<file path="src/rtl/udpc_pkg.sv">
// Shared types and fixed frame offsets for the UDP command receiver.
// Assumes an untagged Ethernet II frame, a 20-byte IPv4 header and no options.
package udpc_pkg;

    localparam int IDX_W = 11;                 // byte offsets saturate at 2047
    typedef logic [IDX_W-1:0] idx_t;
    typedef logic [7:0]       octet_t;

    localparam idx_t OFS_ETYPE_HI = idx_t'(12);
    localparam idx_t OFS_ETYPE_LO = idx_t'(13);
    localparam idx_t OFS_VER_IHL  = idx_t'(14);
    localparam idx_t OFS_FRAG_HI  = idx_t'(20);
    localparam idx_t OFS_FRAG_LO  = idx_t'(21);
    localparam idx_t OFS_PROTO    = idx_t'(23);
    localparam idx_t OFS_DST_IP   = idx_t'(30);
    localparam idx_t OFS_PORT_HI  = idx_t'(36);
    localparam idx_t OFS_PORT_LO  = idx_t'(37);
    localparam idx_t OFS_PAYLOAD  = idx_t'(42);

    localparam octet_t ETYPE_HI_VAL = 8'h08;
    localparam octet_t ETYPE_LO_VAL = 8'h00;
    localparam octet_t VER_IHL_VAL  = 8'h45;
    localparam octet_t PROTO_UDP    = 8'd17;
    localparam octet_t FRAG_HI_MASK = 8'h3F;   // more-fragments flag + offset high bits

endpackage

</file>
<file path="src/rtl/udpc_byte_index.sv">
// Byte offset tracker. Produces the offset of the byte present this cycle,
// counted from the start-of-frame byte, and a flag saying the byte belongs
// to a frame. Assumes in_sof marks offset 0; bytes before any in_sof are
// ignored. The offset saturates at its maximum.
module udpc_byte_index
    import udpc_pkg::*;
(
    input  logic clk,
    input  logic rst_n,
    input  logic in_valid,
    input  logic in_sof,
    input  logic in_eof,
    output logic take,
    output idx_t idx
);

    idx_t next_q;
    logic active_q;

    // Byte is accepted when valid and either opens a frame or continues one.
    assign take = in_valid & (in_sof | active_q);
    assign idx  = in_sof ? '0 : next_q;

    // Advance the offset and track whether a frame is open.
    always_ff @(posedge clk) begin
        if (!rst_n) begin
            active_q <= 1'b0;
            next_q   <= '0;
        end else if (take) begin
            active_q <= !in_eof;
            next_q   <= (idx == '1) ? idx : idx + idx_t'(1);
        end
    end

endmodule

</file>
<file path="src/rtl/udpc_hdr_match.sv">
// Header checker. Compares each header byte at its fixed offset against the
// configured or constant value and keeps running pass flags for the frame.
// Captures the UDP destination port. hdr_pass reflects all bytes accepted so
// far in the current frame; it is meaningful once offset 42 is reached.
module udpc_hdr_match
    import udpc_pkg::*;
#(
    parameter logic [47:0] LOCAL_MAC    = 48'h02_12_34_56_78_9A,
    parameter logic [31:0] LOCAL_IP     = 32'hC0A8_0A07,
    parameter bit          ACCEPT_BCAST = 1'b1
) (
    input  logic        clk,
    input  logic        rst_n,
    input  logic        take,
    input  logic        sof,
    input  idx_t        idx,
    input  octet_t      data,
    output logic        hdr_pass,
    output logic [15:0] dport
);

    logic fld_hit, uni_hit, bc_hit;
    logic fld_q, uni_q, bc_q;
    logic mac_ok;

    // Per-byte compare against the expected value at this offset.
    always_comb begin
        fld_hit = 1'b1;
        uni_hit = 1'b1;
        bc_hit  = 1'b1;
        for (int b = 0; b < 6; b++) begin
            if (idx == idx_t'(b)) begin
                uni_hit = (data == LOCAL_MAC[8*(5-b) +: 8]);
                bc_hit  = (data == 8'hFF);
            end
        end
        for (int b = 0; b < 4; b++) begin
            if (idx == OFS_DST_IP + idx_t'(b))
                fld_hit = (data == LOCAL_IP[8*(3-b) +: 8]);
        end
        case (idx)
            OFS_ETYPE_HI: fld_hit = (data == ETYPE_HI_VAL);
            OFS_ETYPE_LO: fld_hit = (data == ETYPE_LO_VAL);
            OFS_VER_IHL:  fld_hit = (data == VER_IHL_VAL);
            OFS_FRAG_HI:  fld_hit = ((data & FRAG_HI_MASK) == 8'h00);
            OFS_FRAG_LO:  fld_hit = (data == 8'h00);
            OFS_PROTO:    fld_hit = (data == PROTO_UDP);
            default:      ;
        endcase
    end

    // Accumulate pass flags; a start-of-frame byte reopens them.
    always_ff @(posedge clk) begin
        if (!rst_n) begin
            fld_q <= 1'b0;
            uni_q <= 1'b0;
            bc_q  <= 1'b0;
        end else if (take) begin
            fld_q <= (sof | fld_q) & fld_hit;
            uni_q <= (sof | uni_q) & uni_hit;
            bc_q  <= (sof | bc_q)  & bc_hit;
        end
    end

    // Capture the big-endian destination port.
    always_ff @(posedge clk) begin
        if (!rst_n) begin
            dport <= '0;
        end else if (take) begin
            if (idx == OFS_PORT_HI) dport[15:8] <= data;
            if (idx == OFS_PORT_LO) dport[7:0]  <= data;
        end
    end

    generate
        if (ACCEPT_BCAST) begin : g_bcast
            assign mac_ok = uni_q | bc_q;
        end else begin : g_unicast
            assign mac_ok = uni_q;
        end
    endgenerate

    assign hdr_pass = fld_q & mac_ok;

endmodule

</file>
<file path="src/rtl/udpc_word_pack.sv">
// Payload packer. Gathers payload bytes of an accepted frame into big-endian
// words and issues one registered write per complete word, addressed from
// the port base plus the word number. Drops a trailing partial word and
// pulses an error for it. Assumes ADDR_W <= 16.
module udpc_word_pack
    import udpc_pkg::*;
#(
    parameter int ADDR_W     = 8,
    parameter int WORD_BYTES = 4
) (
    input  logic                    clk,
    input  logic                    rst_n,
    input  logic                    take,
    input  logic                    sof,
    input  logic                    eof,
    input  idx_t                    idx,
    input  octet_t                  data,
    input  logic                    hdr_pass,
    input  logic [15:0]             port_base,
    output logic                    wr_en,
    output logic [ADDR_W-1:0]       wr_addr,
    output logic [8*WORD_BYTES-1:0] wr_data,
    output logic                    err
);

    localparam int LANE_W = (WORD_BYTES > 1) ? $clog2(WORD_BYTES) : 1;
    localparam int ACC_W  = 8 * (WORD_BYTES - 1);
    localparam logic [LANE_W-1:0] LAST_LANE = LANE_W'(WORD_BYTES - 1);

    logic [LANE_W-1:0] lane_q;
    logic [ACC_W-1:0]  acc_q;
    logic [ADDR_W-1:0] widx_q;
    logic              pay;
    logic              word_done;

    // Payload byte of a frame whose header passed.
    assign pay       = take & !sof & hdr_pass & (idx >= OFS_PAYLOAD);
    assign word_done = pay & (lane_q == LAST_LANE);

    // Assemble words, count lanes and word number.
    always_ff @(posedge clk) begin
        if (!rst_n) begin
            lane_q <= '0;
            acc_q  <= '0;
            widx_q <= '0;
        end else if (take) begin
            if (sof) begin
                lane_q <= '0;
                widx_q <= '0;
            end else if (pay) begin
                if (word_done) begin
                    lane_q <= '0;
                    widx_q <= widx_q + ADDR_W'(1);
                end else begin
                    lane_q <= lane_q + LANE_W'(1);
                end
                acc_q <= {acc_q[ACC_W-9:0], data};
            end
            if (eof) lane_q <= '0;
        end
    end

    // Registered write strobe, address and data.
    always_ff @(posedge clk) begin
        if (!rst_n) begin
            wr_en   <= 1'b0;
            wr_addr <= '0;
            wr_data <= '0;
        end else begin
            wr_en <= word_done;
            if (word_done) begin
                wr_addr <= port_base[ADDR_W-1:0] + widx_q;
                wr_data <= {acc_q, data};
            end
        end
    end

    // Error pulse for a frame ending inside a word.
    always_ff @(posedge clk) begin
        if (!rst_n) err <= 1'b0;
        else        err <= pay & eof & !word_done;
    end

endmodule

</file>
<file path="src/rtl/udp_cmd_rx.sv">
// UDP fixed-offset command receiver top. Takes a MAC receive byte stream
// (FCS removed), checks a UDP/IPv4 packet by fixed offsets, and converts the
// payload into register writes based at the UDP destination port.
// Assumes no VLAN tag, no IP options and no fragmentation.
module udp_cmd_rx
    import udpc_pkg::*;
#(
    parameter int          ADDR_W       = 8,
    parameter int          WORD_BYTES   = 4,
    parameter logic [47:0] LOCAL_MAC    = 48'h02_12_34_56_78_9A,
    parameter logic [31:0] LOCAL_IP     = 32'hC0A8_0A07,
    parameter bit          ACCEPT_BCAST = 1'b1,
    localparam int         DATA_W       = 8 * WORD_BYTES
) (
    input  logic              clk,
    input  logic              rst_n,
    input  logic              in_valid,
    input  logic              in_sof,
    input  logic              in_eof,
    input  logic [7:0]        in_data,
    output logic              wr_en,
    output logic [ADDR_W-1:0] wr_addr,
    output logic [DATA_W-1:0] wr_data,
    output logic              err_partial
);

    logic        take;
    idx_t        idx;
    logic        hdr_pass;
    logic [15:0] dport;

    udpc_byte_index u_index (
        .clk      (clk),
        .rst_n    (rst_n),
        .in_valid (in_valid),
        .in_sof   (in_sof),
        .in_eof   (in_eof),
        .take     (take),
        .idx      (idx)
    );

    udpc_hdr_match #(
        .LOCAL_MAC    (LOCAL_MAC),
        .LOCAL_IP     (LOCAL_IP),
        .ACCEPT_BCAST (ACCEPT_BCAST)
    ) u_match (
        .clk      (clk),
        .rst_n    (rst_n),
        .take     (take),
        .sof      (in_sof),
        .idx      (idx),
        .data     (in_data),
        .hdr_pass (hdr_pass),
        .dport    (dport)
    );

    udpc_word_pack #(
        .ADDR_W     (ADDR_W),
        .WORD_BYTES (WORD_BYTES)
    ) u_pack (
        .clk       (clk),
        .rst_n     (rst_n),
        .take      (take),
        .sof       (in_sof),
        .eof       (in_eof),
        .idx       (idx),
        .data      (in_data),
        .hdr_pass  (hdr_pass),
        .port_base (dport),
        .wr_en     (wr_en),
        .wr_addr   (wr_addr),
        .wr_data   (wr_data),
        .err       (err_partial)
    );

endmodule

</file>
<file path="config.mk">
export PLATFORM = sky130hd
export DESIGN_NAME = udp_cmd_rx
export DESIGN_NICKNAME = d
export VERILOG_FILES = /design/src/rtl/udpc_pkg.sv /design/src/rtl/udpc_byte_index.sv /design/src/rtl/udpc_hdr_match.sv /design/src/rtl/udpc_word_pack.sv /design/src/rtl/udp_cmd_rx.sv
export SDC_FILE = /design/constraint.sdc
export NUM_CORES = 1
export LEC_CHECK = 0
export BUFFER_PORTS_ARGS = -buffer_cell sky130_fd_sc_hd__buf_2
export CORE_AREA = 5 5 98 100
export DETAILED_ROUTE_END_ITERATION = 7
export DIE_AREA = 0 0 103 105
export HOLD_SLACK_MARGIN = 0.02
export PLACE_DENSITY = 0.79
export SLEW_MARGIN = 30
export SYNTH_ARGS = -nofsm -noshare
export SYNTH_HDL_FRONTEND = slang
export SYNTH_SLANG_ARGS = --single-unit
</file>
<file path="constraint.sdc">
create_clock -name clk -period 2.5 [get_ports clk]
set_input_delay 0.375 -clock clk [delete_from_list [all_inputs] [get_ports clk]]
set_output_delay 0.375 -clock clk [all_outputs]
set_load 0.05 [all_outputs]
</file>
# --- Yosys cells after proc, flatten, opt, wreduce, memory -nomap -nowiden ---
# Cells that the tools add are included.
totals:
  out_inout_bits: 42
  word_cells: 107
  ff_bits: 99
  in_bits: 13
classes:
  n_reduce_logical: 14
  muxes: 26
  n_eq_ne: 32
  add_sub_neg: 4
  magnitude_cmp: 1
  bitwise: 17
op_table:
  columns: ["cell", "n"]
  rows:
  - ["11-bit by 5-bit == test with 1-bit output, second input constant", 5]
  - ["11-bit by 4-bit == test with 1-bit output, second input constant", 3]
  - ["11-bit by 6-bit == test with 1-bit output, second input constant", 3]
  - ["8-bit == test, second input constant", 4]
  - ["8-bit by 7-bit == test with 1-bit output, second input constant", 3]
  - ["8-bit 2-to-1 mux", 3]
  - ["11-bit by 2-bit == test with 1-bit output, second input constant", 2]
  - ["11-bit by 3-bit == test with 1-bit output, second input constant", 2]
  - ["11-bit 2-to-1 mux", 2]
  - ["8-bit by 4-bit == test with 1-bit output, second input constant", 2]
  - ["8-bit by 5-bit == test with 1-bit output, second input constant", 2]
  - ["8-bit logical NOT", 2]
  - ["1-bit 2-to-1 mux", 16]
  - ["11-bit by 1-bit adder with 11-bit output, second input constant", 1]
  - ["1-bit bitwise AND", 11]
  - ["11-bit by 1-bit == test with 1-bit output, second input constant", 1]
  - ["11-bit == test, second input constant", 1]
  - ["11-bit by 6-bit >= comparator with 1-bit output, second input constant", 1]
  - ["11-bit logical NOT", 1]
  - ["8-bit by 1-bit adder with 8-bit output, second input constant", 1]
  - ["8-bit adder", 1]
  - ["8-bit by 2-bit == test with 1-bit output, second input constant", 1]
  - ["8-bit by 3-bit == test with 1-bit output, second input constant", 1]
  - ["8-bit by 6-bit == test with 1-bit output, second input constant", 1]
  - ["other kinds (12)", 24]

# --- Longest topological paths before layout ---
logic_depth:
  depth_word: 10
  depth_mapped: 12
  ltp_nobuf: 9

# --- Modules after synthesis ---
# A second synthesis with hierarchy kept.
hier_totals:
  hier_cells: 619
  area_unflattened_um2: 5138.7
modules_own_cells:
  columns: ["mod", "cells_each", "area_each_um2", "seq_area_each_um2", "instances"]
  rows:
  - ["udpc_word_pack", 388, 3120.5, 1521.5, 1]
  - ["udpc_hdr_match", 143, 1258.7, 380.4, 1]
  - ["udpc_byte_index", 88, 759.5, 240.2, 1]

# --- Worst setup path before layout ---
# Ideal clock, no wire load.
synth_path:
  kind: "input -> register"
  from: "in in_sof"
  to: "reg u_pack.widx_q[6]"
  arrival_time_ps: 2090
  setup_ps: 121
  path_buffers: 4
  required_ps: 2379
  cell_stages: 12
  setup_slack_ps: 288
  cell_sequence: "buf_6 nor2b_1 ha_1 buf_2 nor4_1 o211ai_1 buf_4 nand3_2 buf_2 nor3_1 xnor2_1 nor2_1"
synth_via:
  elab_chain_len: 8
synth_rtl:
  columns: ["element", "line_no", "source"]
  rows:
  - ["from (decl)", "udp_cmd_rx.sv:18", "input logic in_sof,"]
  - ["parallel branches: the longest is 8 deep, another holds 11-bit by 6-bit >= comparator with 1-bit output", null, null]
  - ["to (signal assigned)", "udpc_word_pack.sv:53", "widx_q <= widx_q + ADDR_W'(1);"]
  - ["to (decl)", "udpc_word_pack.sv:32", "logic [ADDR_W-1:0] widx_q;"]
# Several ways; the timed one is not identified.
# A chain may end at the register's enable or synchronous reset.

# --- Worst setup path in the final report ---
layout_path:
  from: "reg u_pack.widx_q[0]"
  to: "reg u_pack.wr_addr[6]"
layout_via:
  elab_chain_len: 1
layout_rtl:
  columns: ["element", "line_no", "source"]
  rows:
  - ["8-bit adder", "udpc_word_pack.sv:72", "wr_addr <= port_base[ADDR_W-1:0] + widx_q;"]
  - ["to (signal assigned)", "udpc_word_pack.sv:72", null]
  - ["to (decl)", "udpc_word_pack.sv:21", "output logic [ADDR_W-1:0] wr_addr,"]
# Every way passes these cells.

==> impl_metrics.py <==
metrics = {
    "yosys": {
        "yosys_warnings": 0,
        "synth_top_cells_by_area": "dfxtp_1 40%, nand2_1 7.9%, a21boi_0 7.2%",
        "synth.distinct_cells": 66,
        "syn_nets": 599,
        "syn-mean-instance-area_um2": 8.68,
        "synth_edf_count": 0,
        "ys_seq_elements": 99,
        "yosysTopAreaCell": "dfxtp_1",
        "seq_area_frac_synth_pct": 39.8,
        "synth_area_um2": 4980,
        "synth_top_cell_area_share_pct": 39.8,
        "ys.flop_type": "dfxtp_1",
        "synth_cells": 574,
        "async_reset_ff_share_pct": 0,
    },
    "die": {
        "die_x_um": 103,
        "core_area_um2": 8590,
        "initial_utilization_pct": 58.0,
        "boundaryPins": 55,
        "rows": 34,
        "dieArea_um2": 10800,
        "fp.dieH_um": 105,
    },
    "setup_path": {
        "crit_path_end_kind": "register",
        "critPathRequiredTime_ns": 2.78,
        "slowest_delay_ns": 0.47,
        "cp_cell_sequence": "ha_1 -> inv_1 -> fa_1 -> nand2b_1 -> a21boi_0 -> o21ai_0 -> a21boi_0 -> o21ai_0 -> a31o_2",
        "worstSetupPathType": "register to register",
        "cp_slowest_cell": "dfxtp_1",
        "cp_max_fo": 6,
        "cp.arrival_ns": 2.58,
        "start_kind": "register",
    },
    "clock_network": {
        "cts_tree": "done",
        "clock_sinks": 99,
        "clk_pin_slew_ns": 0.11,
        "cts_buffer_depth": 2,
        "htreeDepth": 3,
        "worstSkewPairLatency_ns": 0.38,
        "numCtsBuffers": 9,
        "clock_tree.root_cell": "clkbuf_8",
    },
    "pwr": {
        "power_per_cell_area_nw_per_um2": 516,
        "p_sw_share_pct": 27.1,
        "intPower_mw": 2.06,
        "p_leak_nw": 2.21,
        "switchingPower_uw": 766,
        "seqPwrFrac_pct": 56.3,
        "peakVddDrop_uv": 344,
        "pwr-share-clk_pct": 37.8,
        "pwr-share-comb_pct": 5.9,
    },
    "global_routing": {
        "grt_pass1_wl_um": 18900,
        "antenna_found_initial": 0,
        "gr-total-overflow": 0,
        "grt_use_total_pct": 21.4,
        "grt_max_degree": 85,
        "grt_pass1_vias": 4052,
    },
    "min_path": {
        "hold_class": "input pin to register",
    },
    "finish": {
        "antenna_cells": 0,
        "nNetsFinal": 640,
        "final_common_cell": "nand2_1",
        "drive_above_1_share_pct": 16.6,
        "syn2layout_area_growth_pct": 9.91,
        "fin_area_um2": 5480,
        "finalNonFillerCells": 728,
        "final_cell_mix": "105 x nand2_1, 99 x dfxtp_1, 54 x buf_2, 48 x a21boi_0, 31 x nor2_1",
        "utilization_pct": 63.8,
    },
    "drt": {
        "vias": 4205,
        "wl_um": 11300,
        "met1_length_um": 4900,
        "met2_length_um": 5400,
        "top_layer": "met4",
        "wl_met3_um": 730,
        "first_pass_iters": 6,
        "wl_per_cell_um": 15.5,
        "viasPerCell": 5.78,
        "drc": 0,
        "drt.antenna.violating_nets": 0,
        "drtIter0Drc": 290,
    },
    "placed_design": {
        "dp.cells": 712,
        "dpl_cell_area_um2": 5260,
        "numPortBuffers": 54,
        "preCtsSetupSlack_ns": 0.164,
        "dp_hpwl_um": 8150,
        "gp_congestion": 0.949,
    },
    "sta": {
        "period_needed_ns": 2.30,
        "clock-skew-final_ns": 0.0129,
        "setup_tns_ns": 0,
        "slew_viol_final": 0,
        "setup_ws_ns": 0.196,
        "fmax_ghz": 0.434,
        "worst_pin_slew_ns": 0.582,
        "slew_headroom_pct": 60.8,
        "rsz0062_at_grt": "no",
        "finalHoldViolCount": 0,
        "setup_viol_count_final": 0,
        "period_share_pct": 92.2,
    },
    "job": {
        "drv_cap": 0,
    },
    "status": {
        "status": "finished clean",
    },
}
==> per-stage QoR <==
step | hold slack [ns] | power (mW)
after floorplan | 0.441 | 1.75
after global placement | 0.448 | 1.79
after detailed placement | 0.456 | 1.79
after CTS | 0.260 | 2.85
after global routing | 0.283 | 2.93
final | 0.277 | 2.83
==> path summary, 6_finish.rpt <==
| check | to | cells after the start | startpoint | slack [ns] |
|---|---|---|---|---|
| min | u_pack.err | 3 | in_eof | 0.28 |
| max reg2reg | u_pack.wr_addr[6] | 9 | u_pack.widx_q[0] | 0.20 |
| min reg2reg | u_pack.wr_data[19] | 2 | u_pack.wr_data[19] | 0.47 |
| max | u_pack.wr_addr[6] | 9 | u_pack.widx_q[0] | 0.20 |
==> worst max-delay path: cells and delay by family, from the launching register on <==
family | cells | cell delay (ns)
adder cells (fa/ha/maj) | 2 | 0.58
buffers and inverters | 1 | 0.06
AO/OA/AOI/OAI | 5 | 0.93
AND/OR/NAND/NOR | 1 | 0.18
flip-flops | 1 | 0.47
==> synth_stat cells (all sizes together), types with 3 or more instances <==
cell    count
nand3      22
and4        3
o211ai      4
nor2       31
a21oi       9
buf        25
o21ai      19
xor2        7
and3b       4
nor4bb      4
and4b       3
a31oi       6
o21a        4
nor4        6
inv        12
clkbuf     15
a21boi     48
nor3       11
dfxtp      99
mux2i      26
nand2     107
nor3b       3
and2        9
nand4      12
and3        3
nor2b      30
nand2b      6
xnor2       6
ha         11
==> final cells by class <==
| class | count | area, um^2 |
|---|---|---|
| tap | 108 | 135 |
| sequential | 99 | 1980 |
| fill | 703 | 3110 |
| timing repair buffer | 71 | 423 |
| clock buffer | 9 | 124 |
| inverter | 12 | 45.0 |
| clock inverter | 7 | 88.8 |
| multi-input combinational | 422 | 2680 |
==> metal layers <==
metal | vias up | GRT usage (%)
li1 | 2067 | -
met4 | 0 | 7.03
met3 | 32 | 2.86
met2 | 156 | 37.5
met1 | 1950 | 26.6
met5 | - | 0
==> flip-flops by register name (all words and copies together), names as in the netlist <==
name / cells
u_match.fld_q: 1
u_pack.wr_addr: 8
u_match.dport: 8
u_index.next_q: 11
u_pack.err: 1
u_index.active_q: 1
u_pack.widx_q: 8
u_pack.wr_data: 32
u_pack.acc_q: 24
u_match.bc_q: 1
u_pack.lane_q: 2
u_match.uni_q: 1
u_pack.wr_en: 1
==> kinds of logic (layout without fill, tap and decap cells) <==
logic type | Yosys count | count (layout) | synth area share (%)
mux | 26 | 26 | 5.22
compound gates | 109 | 109 | 15.6
simple gates | 262 | 262 | 27.4
xor+xnor | 13 | 13 | 2.28
flops | 99 | 99 | 39.8
fa+ha+maj | 12 | 12 | 3.16
buf+inv | 53 | 99 | 6.50
==> power groups by stage <==
stage	clock network (mW)	registers [mW]	logic, mW
detailed placement	0	1.63	0.163
finish	1.07	1.59	0.167
global route	1.15	1.59	0.179
CTS	1.10	1.59	0.163
floorplan	0	1.63	0.123
global placement	0	1.63	0.158
==> timing repair <==
action                                 4_1_cts  5_1_grt
hold buffers                                 0        0
gates resized for setup                      0        1
buffers inserted                             0        0
setup endpoints to repair                    0        6
endpoints found under the hold margin        0        0
Note: power is estimated with default switching activity, not from simulation.
